<file path="config.mk">
export PLATFORM = sky130hd
export DESIGN_NAME = fmtbank_top
export DESIGN_NICKNAME = d
export VERILOG_FILES = /design/src/rtl/fmtbank_pkg.sv /design/src/rtl/fmtbank_slot.sv /design/src/rtl/fmtbank_divider.sv /design/src/rtl/fmtbank_host_port.sv /design/src/rtl/fmtbank_top.sv
export SDC_FILE = /design/constraint.sdc
export NUM_CORES = 1
export LEC_CHECK = 0
export ABC_CLOCK_PERIOD_IN_PS = 2300
export BUFFER_PORTS_ARGS = -buffer_cell sky130_fd_sc_hd__buf_2
export CAP_MARGIN = 20
export CORE_AREA = 2 2 55 82
export DETAILED_ROUTE_END_ITERATION = 8
export DIE_AREA = 0 0 57 84
export GPL_TIMING_DRIVEN = 0
export PLACE_DENSITY_LB_ADDON = 0.1
export SKIP_LAST_GASP = 1
export SLEW_MARGIN = 20
export SYNTH_ARGS = -nofsm -noshare
export SYNTH_HDL_FRONTEND = slang
export SYNTH_SLANG_ARGS = --single-unit
</file>
<file path="constraint.sdc">
create_clock -name clk -period 2.3 [get_ports clk]
set_input_delay 0.23 -clock clk [delete_from_list [all_inputs] [get_ports clk]]
set_output_delay 0.23 -clock clk [all_outputs]
set_load 0.01 [all_outputs]
</file>
<file path="src/rtl/fmtbank_pkg.sv">
package fmtbank_pkg;
  localparam int FMT_W   = 5;
  localparam int CODE_W  = 4;
  localparam int DIV_W   = 10;
  localparam int BYTE_W  = 8;
  localparam int NUM_STD = 13;
  localparam logic [CODE_W-1:0] MARK_CODE = CODE_W'(14);

  // derived output code for a format index
  function automatic logic [CODE_W-1:0] fmt_to_code(input logic [FMT_W-1:0] f);
    if (f < FMT_W'(NUM_STD))
      return CODE_W'(NUM_STD - 1 - int'(f));
    return MARK_CODE;
  endfunction

  // divider value for a detected format index
  function automatic logic [DIV_W-1:0] fmt_to_div(input logic [FMT_W-1:0] f);
    return DIV_W'((int'(f) * 64) + 1);
  endfunction
endpackage

</file>
<file path="src/rtl/fmtbank_slot.sv">
module fmtbank_slot
  import fmtbank_pkg::*;
#(
  parameter int RESET_FMT = 0
) (
  input  logic              clk,
  input  logic              rst_n,
  input  logic              fmt_we,
  input  logic              code_we,
  input  logic              custom_mark,
  input  logic [FMT_W-1:0]  wdata,
  output logic [FMT_W-1:0]  fmt_q,
  output logic [CODE_W-1:0] code_q
);
  localparam logic [FMT_W-1:0]  RST_FMT  = FMT_W'(RESET_FMT);
  localparam logic [CODE_W-1:0] RST_CODE = fmt_to_code(RST_FMT);

  always_ff @(posedge clk) begin
    if (!rst_n) begin
      fmt_q  <= RST_FMT;
      code_q <= RST_CODE;
    end else begin
      if (fmt_we)
        fmt_q <= wdata;
      // selector write outranks the custom marker, which outranks a direct write
      if (fmt_we)
        code_q <= fmt_to_code(wdata);
      else if (custom_mark)
        code_q <= MARK_CODE;
      else if (code_we)
        code_q <= wdata[CODE_W-1:0];
    end
  end
endmodule

</file>
<file path="src/rtl/fmtbank_divider.sv">
module fmtbank_divider
  import fmtbank_pkg::*;
(
  input  logic              clk,
  input  logic              rst_n,
  input  logic              auto_on,
  input  logic              hi_we,
  input  logic              lo_we,
  input  logic [BYTE_W-1:0] wdata,
  input  logic              det_valid,
  input  logic [FMT_W-1:0]  det_format,
  output logic [DIV_W-1:0]  div_q
);
  localparam int HI_W = DIV_W - BYTE_W;

  logic det_known;
  assign det_known = det_format < FMT_W'(NUM_STD);

  always_ff @(posedge clk) begin
    if (!rst_n) begin
      div_q <= DIV_W'(1);
    end else if (auto_on) begin
      if (det_valid && det_known)
        div_q <= fmt_to_div(det_format);
    end else begin
      if (hi_we)
        div_q[DIV_W-1:BYTE_W] <= wdata[HI_W-1:0];
      if (lo_we)
        div_q[BYTE_W-1:0] <= wdata;
    end
  end
endmodule

</file>
<file path="src/rtl/fmtbank_host_port.sv">
module fmtbank_host_port
  import fmtbank_pkg::*;
(
  input  logic              clk,
  input  logic              rst_n,
  input  logic              req_valid,
  input  logic              req_write,
  output logic              req_ready,
  input  logic [BYTE_W-1:0] rd_mux,
  output logic              wr_en,
  output logic              rsp_valid,
  input  logic              rsp_ready,
  output logic [BYTE_W-1:0] rsp_data
);
  logic accept;

  assign req_ready = !rsp_valid || rsp_ready;
  assign accept    = req_valid && req_ready;
  assign wr_en     = accept && req_write;

  always_ff @(posedge clk) begin
    if (!rst_n) begin
      rsp_valid <= 1'b0;
      rsp_data  <= '0;
    end else if (accept && !req_write) begin
      rsp_valid <= 1'b1;
      rsp_data  <= rd_mux;
    end else if (rsp_ready) begin
      rsp_valid <= 1'b0;
    end
  end
endmodule

</file>
<file path="src/rtl/fmtbank_top.sv">
module fmtbank_top
  import fmtbank_pkg::*;
#(
  parameter int NUM_OUT = 2,
  parameter int ADDR_W  = 8
) (
  input  logic               clk,
  input  logic               rst_n,
  input  logic               req_valid,
  output logic               req_ready,
  input  logic               req_write,
  input  logic [ADDR_W-1:0]  req_addr,
  input  logic [BYTE_W-1:0]  req_wdata,
  output logic               rsp_valid,
  input  logic               rsp_ready,
  output logic [BYTE_W-1:0]  rsp_data,
  input  logic [NUM_OUT-1:0] custom_mark,
  input  logic               det_valid,
  input  logic [FMT_W-1:0]   det_format
);
  localparam int FMT_BASE  = 8'h00;
  localparam int CODE_BASE = 8'h08;
  localparam int DIV_HI_A  = 8'h10;
  localparam int DIV_LO_A  = 8'h11;
  localparam int CTRL_A    = 8'h12;

  logic                      wr_en;
  logic [NUM_OUT-1:0]        fmt_we;
  logic [NUM_OUT-1:0]        code_we;
  logic                      div_hi_we;
  logic                      div_lo_we;
  logic                      ctrl_we;
  logic                      auto_on;
  logic [FMT_W-1:0]          fmt_q  [NUM_OUT];
  logic [CODE_W-1:0]         code_q [NUM_OUT];
  logic [NUM_OUT*CODE_W-1:0] code_flat;
  logic [DIV_W-1:0]          div_q;
  logic [BYTE_W-1:0]         rd_mux;

  // write decode
  always_comb begin
    for (int i = 0; i < NUM_OUT; i++) begin
      fmt_we[i]  = wr_en && (req_addr == ADDR_W'(FMT_BASE + i));
      code_we[i] = wr_en && (req_addr == ADDR_W'(CODE_BASE + i));
    end
  end
  assign div_hi_we = wr_en && (req_addr == ADDR_W'(DIV_HI_A));
  assign div_lo_we = wr_en && (req_addr == ADDR_W'(DIV_LO_A));
  assign ctrl_we   = wr_en && (req_addr == ADDR_W'(CTRL_A));

  always_ff @(posedge clk) begin
    if (!rst_n)
      auto_on <= 1'b0;
    else if (ctrl_we)
      auto_on <= req_wdata[0];
  end

  for (genvar g = 0; g < NUM_OUT; g++) begin : g_slot
    fmtbank_slot #(.RESET_FMT(7 - g)) u_slot (
      .clk        (clk),
      .rst_n      (rst_n),
      .fmt_we     (fmt_we[g]),
      .code_we    (code_we[g]),
      .custom_mark(custom_mark[g]),
      .wdata      (req_wdata[FMT_W-1:0]),
      .fmt_q      (fmt_q[g]),
      .code_q     (code_q[g])
    );
    assign code_flat[g*CODE_W +: CODE_W] = code_q[g];
  end

  fmtbank_divider u_div (
    .clk       (clk),
    .rst_n     (rst_n),
    .auto_on   (auto_on),
    .hi_we     (div_hi_we),
    .lo_we     (div_lo_we),
    .wdata     (req_wdata),
    .det_valid (det_valid),
    .det_format(det_format),
    .div_q     (div_q)
  );

  // read mux, unmapped addresses give zero
  always_comb begin
    rd_mux = '0;
    for (int i = 0; i < NUM_OUT; i++) begin
      if (req_addr == ADDR_W'(FMT_BASE + i))
        rd_mux = BYTE_W'(fmt_q[i]);
      if (req_addr == ADDR_W'(CODE_BASE + i))
        rd_mux = BYTE_W'(code_q[i]);
    end
    if (req_addr == ADDR_W'(DIV_HI_A))
      rd_mux = BYTE_W'(div_q[DIV_W-1:BYTE_W]);
    if (req_addr == ADDR_W'(DIV_LO_A))
      rd_mux = div_q[BYTE_W-1:0];
    if (req_addr == ADDR_W'(CTRL_A))
      rd_mux = BYTE_W'(auto_on);
  end

  fmtbank_host_port u_port (
    .clk      (clk),
    .rst_n    (rst_n),
    .req_valid(req_valid),
    .req_write(req_write),
    .req_ready(req_ready),
    .rd_mux   (rd_mux),
    .wr_en    (wr_en),
    .rsp_valid(rsp_valid),
    .rsp_ready(rsp_ready),
    .rsp_data (rsp_data)
  );
endmodule

</file>
==> impl_metrics.env, run 1 <==
export IMPL_status="finished, final reports clean"
export IMPL_syn_nets=286
export IMPL_tns_ns=0
export IMPL_hold_end="u_div.div_q[5]"
export IMPL_cts_buffers=5
export IMPL_die_y_um=84
export IMPL_ff2ff_path_depth=6
export IMPL_drc=0
export IMPL_synth_distinct_cells=51
export IMPL_slew_headroom_pct=56.3
export IMPL_syn_to_final_growth_pct=14.1
export IMPL_cts_num_sinks=38
export IMPL_port_buffer_count=30
export IMPL_max_freq_mhz=471
export IMPL_drt_iter0_drc=92
export IMPL_power_density_nw_per_um2=547
export IMPL_dpl_instance_area_um2=2360
export IMPL_grt_first_pass_wirelength_um=10600
export IMPL_fp_dieW_um=57
export IMPL_ys_ff_latch=38
export IMPL_start_util_pct=52.0
export IMPL_rows=29
export IMPL_layout_nets=323
export IMPL_cts_setup_buffers=0
export IMPL_hp_class="in -> reg"
export IMPL_dr_wl_met2_um=3220
export IMPL_reg2reg_to="g_slot[1].u_slot.code_q[0]"
export IMPL_cp_arrival_ns=2.32
export IMPL_synth_top_area_share_pct=35.4
export IMPL_path_class="reg -> reg"
export IMPL_maxCapViolations=0
export IMPL_drv_slew=0
export IMPL_period_needed_ns=2.12
export IMPL_hold_violations=0
export IMPL_final_cell_area_um2=2450
export IMPL_cp_end_kind="flop"
export IMPL_die_area_um2=4790
export IMPL_detail_route_first_pass_iterations=4
export IMPL_antenna_found_initial=0
export IMPL_cts_tree="done"
export IMPL_post_cts_resized=0
export IMPL_clock_skew_ns=0.00717
export IMPL_grt_overflow=0
export IMPL_final_util_pct=59.3
export IMPL_path_max_fanout=10
export IMPL_routed_wl_met3_um=425
export IMPL_setup_viol=0
export IMPL_track_usage_pct=28.7
export IMPL_antenna_left=0
export IMPL_design_core_area_um2=4140
export IMPL_n_antenna_cell=0
export IMPL_synth_edf_count=0
export IMPL_wl_um=6510
export IMPL_hold_ws_ns=0.198
export IMPL_syn_cell_area_um2=2150
export IMPL_r2r_start="u_port.rsp_valid"
export IMPL_insertion_delay_ns=0.30
export IMPL_finalCritPeriodShare_pct=92.2
export IMPL_wl_met1_um=2660
export IMPL_post_drt_wl_per_cell_um=19.2
export IMPL_clockBufferDepth=2
export IMPL_postSynthAreaPerCell_um2=8.40
export IMPL_grt_max_degree=13
export IMPL_hold_depth=3
export IMPL_viasPerCell=6.26
export IMPL_min_from="req_wdata[5]"
export IMPL_ys_flop_type="dfxtp_1"
export IMPL_cts_root_buf="clkbuf_8"
export IMPL_place_gp_congestion=0.943
export IMPL_crit_required_ns=2.50
export IMPL_drive_above_1_share_pct=17.0
export IMPL_yosysSeqAreaShare_pct=35.4
export IMPL_path_clk_slew_ns=0.08
export IMPL_ios=39
export IMPL_reg2reg_slack_ns=0.18
export IMPL_worst_pin_slew_ns=0.652
export IMPL_leakage_nw=0.958
export IMPL_synthCells=256
export IMPL_dp_hpwl_um=4690
export IMPL_grt_pass1_vias=2027
export IMPL_htree_levels=2
export IMPL_yosysWarnings=0
export IMPL_synth_largest_area_cell="dfxtp_1"
export IMPL_vias=2127
export IMPL_maxUsedRoutingLayer="met4"
export IMPL_critPathLaunchType="flop"
export IMPL_ys_top_cells_by_area="dfxtp_1, mux2i_1, nand2_1"
export IMPL_ir_drop_v=0.000423
export IMPL_synthArstFlopShare_pct=0
export IMPL_rsz0062_at_grt="no"
export IMPL_hold_buffers=0
-- worst max-delay path, stage by stage (launching register included) --
cell	delay (ns)
dfxtp_1	0.33
nor2b_1	0.34
clkinv_1	0.33
and3_1	0.27
clkbuf_1	0.24
and2_1	0.28
a41o_1	0.23
-- power breakdown --
part / switching, mW / internal, mW
Combinational: 0.120 / 0.0603
Sequential: 0.00518 / 0.665
Clock: 0.250 / 0.241
-- metal layers --
metal	track usage (%)	vias to the layer above
met4	15.0	0
li1	-	1022
met5	0	-
met2	47.1	87
met1	35.4	1002
met3	4.34	16
-- sequential cells by signal (all words and copies together) (netlist names) --
register and flops:
g_slot.u_slot.fmt_q 10, g_slot.u_slot.code_q 8, auto_on 1, u_port.rsp_valid 1, u_port.rsp_data 8, u_div.div_q 10
-- layout by cell type (no fill, tap or decap), drive strengths merged, types with 2 or more instances in the layout --
master,count
or4,2
o211ai,3
a41oi,2
and2,3
o311ai,5
o31ai,3
nor3b,2
nor2,15
a21oi,11
o32ai,2
mux2,3
clkbuf,26
nand4,6
a211o,2
nand2,30
inv,6
nand4b,6
dfxtp,38
a211oi,8
nand3,15
nor3,8
and3,2
nor4,3
mux2i,18
buf,32
nand2b,6
clkinv,3
o21ai,12
mux4,2
a31oi,3
-- stage by stage --
stage	std cells	setup WS [ns]	power [mW]
6_report	340	0.179	1.34
4_1_cts	340	0.207	1.35
3_5_place_dp	332	0.0978	0.861
2_1_floorplan	256	0.453	0.793
3_3_place_gp	332	0.0710	0.859
5_1_grt	340	0.0596	1.40
-- area by class of cell --
class / instances / area [um2]
inverter: 8 / 30.0
buffer: 22 / 83.8
fill: 412 / 1680
sequential: 38 / 761
tap: 46 / 57.6
clock inverter: 2 / 12.5
clock buffer: 6 / 82.6
multi-input combinational: 188 / 1280
timing repair buffer: 30 / 150
-- worst max-delay path by stage --
stage	slack, ns	depth (start not counted)	end	startpoint
global route	0.06	6	g_slot[1].u_slot.code_q[3]	u_port.rsp_valid
detailed placement	0.1	6	g_slot[1].u_slot.code_q[0]	req_addr[2]
floorplan	0.45	6	g_slot[1].u_slot.code_q[0]	u_port.rsp_valid
global placement	0.07	6	g_slot[1].u_slot.code_q[0]	req_addr[2]
finish	0.18	6	g_slot[1].u_slot.code_q[0]	u_port.rsp_valid
CTS	0.21	6	g_slot[1].u_slot.code_q[0]	u_port.rsp_valid
-- kinds of logic after synthesis --
group / Yosys count / synth area share [%]
AO/OA/AOI/OAI: 58 / 19.0
XOR/XNOR: 1 / 0.407
adder cells (fa/ha/maj): 1 / 0.582
buffers and inverters: 30 / 5.29
flip-flops: 38 / 35.4
multiplexers: 23 / 12.0
AND/OR/NAND/NOR: 105 / 27.3
-- synthesized netlist by cell type, types with 3 or more instances --
| cell type | number |
|---|---|
| nand2b_1 | 6 |
| nand3_1 | 15 |
| o211ai_1 | 3 |
| o31ai_1 | 3 |
| o311ai_0 | 5 |
| nand2_1 | 30 |
| a21oi_1 | 11 |
| nand4b_1 | 6 |
| mux2_2 | 3 |
| nor3_1 | 6 |
| dfxtp_1 | 38 |
| and2_1 | 3 |
| inv_1 | 6 |
| mux2i_1 | 18 |
| o21ai_0 | 12 |
| a211oi_1 | 8 |
| nand4_1 | 6 |
| nor2_1 | 15 |
| clkbuf_1 | 20 |
No activity file was read; power rests on OpenSTA's default activity.
==> inputs of run 2 (changes only) <==
RECOVER_POWER = 50   (was default)
==> run 2 against run 1 <==
Net effect: sequential share of layout area up 0.45 points; die area unchanged; highest routed layer unchanged; critical endpoint is now u_div.div_q[4]; clock-buffer cell count did not move; clock power grew 2%; critical path depth shrank 1; combinational power is 2% lower; wire length down 0.26%.
==> impl_metrics.env, run 2 (same netlist as run 1, synthesis figures left out) <==
export IMPL_n_antenna_cell=0
export IMPL_routed_wl_met3_um=440
export IMPL_vias=2158
export IMPL_crit_family="simple AND/OR/NAND/NOR gates"
export IMPL_die_area_um2=4790
export IMPL_grt_first_pass_wirelength_um=10600
export IMPL_path_class="in -> reg"
export IMPL_drv_slew=0
export IMPL_path_max_fanout=8
export IMPL_pwr_share_seq_pct=49.7
export IMPL_post_drt_wl_per_cell_um=19.1
export IMPL_wl_um=6500
export IMPL_tns_ns=0
export IMPL_crit_required_ns=2.46
export IMPL_maxUsedRoutingLayer="met4"
export IMPL_power_frac_clock_pct=37.2
export IMPL_clockBufferDepth=2
export IMPL_layout_nets=323
export IMPL_die_y_um=84
export IMPL_hold_ws_ns=0.189
export IMPL_layout_common_cells="dfxtp_1, clkbuf_1, nand2_1"
export IMPL_dp_hpwl_um=4690
export IMPL_detail_route_first_pass_iterations=4
export IMPL_r2r_start="u_port.rsp_valid"
export IMPL_cts_buffers=5
export IMPL_period_needed_ns=2.11
export IMPL_path_buf_inv=1
export IMPL_power_density_nw_per_um2=557
export IMPL_slew_headroom_pct=50.5
export IMPL_post_cts_resized=0
export IMPL_combPwrFrac_pct=13.1
export IMPL_htree_levels=2
export IMPL_cts_root_buf="clkbuf_8"
export IMPL_p_sw_mw=0.383
export IMPL_place_gp_congestion=0.943
export IMPL_reg2reg_to="g_slot[1].u_slot.code_q[0]"
export IMPL_start_util_pct=52.0
export IMPL_grt_pass1_vias=2027
export IMPL_path_clk_slew_ns=0.08
export IMPL_design_core_area_um2=4140
export IMPL_cp_depth=5
export IMPL_finalCritPeriodShare_pct=91.8
export IMPL_top_regs="g_slot.u_slot.fmt_q x10, u_div.div_q x10"
export IMPL_worst_pin_slew_ns=0.741
export IMPL_setup_viol=0
export IMPL_fp_dieW_um=57
export IMPL_track_usage_pct=28.7
export IMPL_leakage_nw=0.905
export IMPL_rows=29
export IMPL_dr_wl_met2_um=3170
export IMPL_internal_power_mw=0.965
export IMPL_cts_tree="done"
export IMPL_crit_start="req_addr[2]"
export IMPL_dpl_instance_area_um2=2360
export IMPL_drt_iter0_drc=88
export IMPL_drc=0
export IMPL_crit_end="u_div.div_q[4]"
export IMPL_place_ws_ns=0.0978
export IMPL_cp_arrival_ns=2.27
export IMPL_maxCapViolations=0
export IMPL_grt_overflow=0
export IMPL_insertion_delay_ns=0.30
export IMPL_rsz0062_at_grt="no"
export IMPL_antenna_left=0
export IMPL_hp_class="in -> reg"
export IMPL_antenna_found_initial=0
export IMPL_cts_setup_buffers=0
export IMPL_worst_slack_ns=0.188
export IMPL_cp_end_kind="flop"
export IMPL_ios=39
export IMPL_final_cell_area_um2=2420
export IMPL_critPathLaunchType="input port"
export IMPL_ir_drop_v=0.000425
export IMPL_syn_to_final_growth_pct=12.4
export IMPL_viasPerCell=6.35
export IMPL_hold_violations=0
export IMPL_crit_slowest_cell="nor4b_2"
export IMPL_reg2reg_slack_ns=0.22
export IMPL_port_buffer_count=30
export IMPL_status="finished, final reports clean"
export IMPL_hold_buffers=0
export IMPL_netSwitchingFraction_pct=28.4
export IMPL_cts_num_sinks=38
export IMPL_final_common_cell="dfxtp_1"
export IMPL_ff2ff_path_depth=6
export IMPL_cp_slowest_stage_delay_ns=0.70
export IMPL_max_freq_mhz=474
export IMPL_wl_met1_um=2640
export IMPL_drive_above_1_share_pct=12.9
export IMPL_cp_cell_sequence="clkbuf_1, or4_1, nor4b_2, a31oi_2, mux2i_1"
export IMPL_clock_skew_ns=0.00924
export IMPL_grt_max_degree=13
run 2: worst min-delay path by stage:
stage / start / slack (ns) / cells after the start / end
floorplan: req_wdata[5] / 0.40 / 2 / u_div.div_q[5]
global placement: u_port.rsp_data[6] / 0.44 / 2 / u_port.rsp_data[6]
detailed placement: u_port.rsp_data[6] / 0.44 / 2 / u_port.rsp_data[6]
CTS: req_wdata[5] / 0.20 / 3 / u_div.div_q[5]
global route: req_wdata[5] / 0.22 / 3 / u_div.div_q[5]
finish: req_wdata[5] / 0.19 / 3 / u_div.div_q[5]
run 2: final cells by class:
| cell class | instances | area, um2 |
|---|---|---|
| buffer | 22 | 83.8 |
| clock buffer | 6 | 82.6 |
| clock inverter | 2 | 12.5 |
| fill | 425 | 1720 |
| inverter | 8 | 30.0 |
| multi-input combinational | 188 | 1250 |
| sequential | 38 | 761 |
| tap | 46 | 57.6 |
| timing repair buffer | 30 | 136 |
run 2: power by group through the flow:
stage | Combinational (mW) | Clock, mW | Sequential (mW)
after floorplan | 0.109 | 0 | 0.684
after global placement | 0.174 | 0 | 0.685
after detailed placement | 0.175 | 0 | 0.686
after CTS | 0.176 | 0.503 | 0.670
after global routing | 0.192 | 0.532 | 0.671
final | 0.176 | 0.502 | 0.670
run 2: worst reg2reg max path, cell delays in order, from the launching register on:
cell,delay (ns)
dfxtp_1,0.33
nor2b_1,0.34
clkinv_1,0.32
and3_1,0.26
clkbuf_1,0.23
and2_1,0.27
a41o_1,0.23
run 2: through the flow:
step	cells	power (mW)	utilization (%)
final	340	1.35	58.5
after global routing	340	1.39	58.5
after CTS	340	1.35	59.3
after detailed placement	332	0.861	57.0
after global placement	332	0.859	57.0
after floorplan	256	0.793	-
run 2: metal layers:
layer	vias up	GRT usage, %
met3	18	4.34
met1	1023	35.4
met2	92	47.1
li1	1025	-
met5	-	0
met4	0	15.0
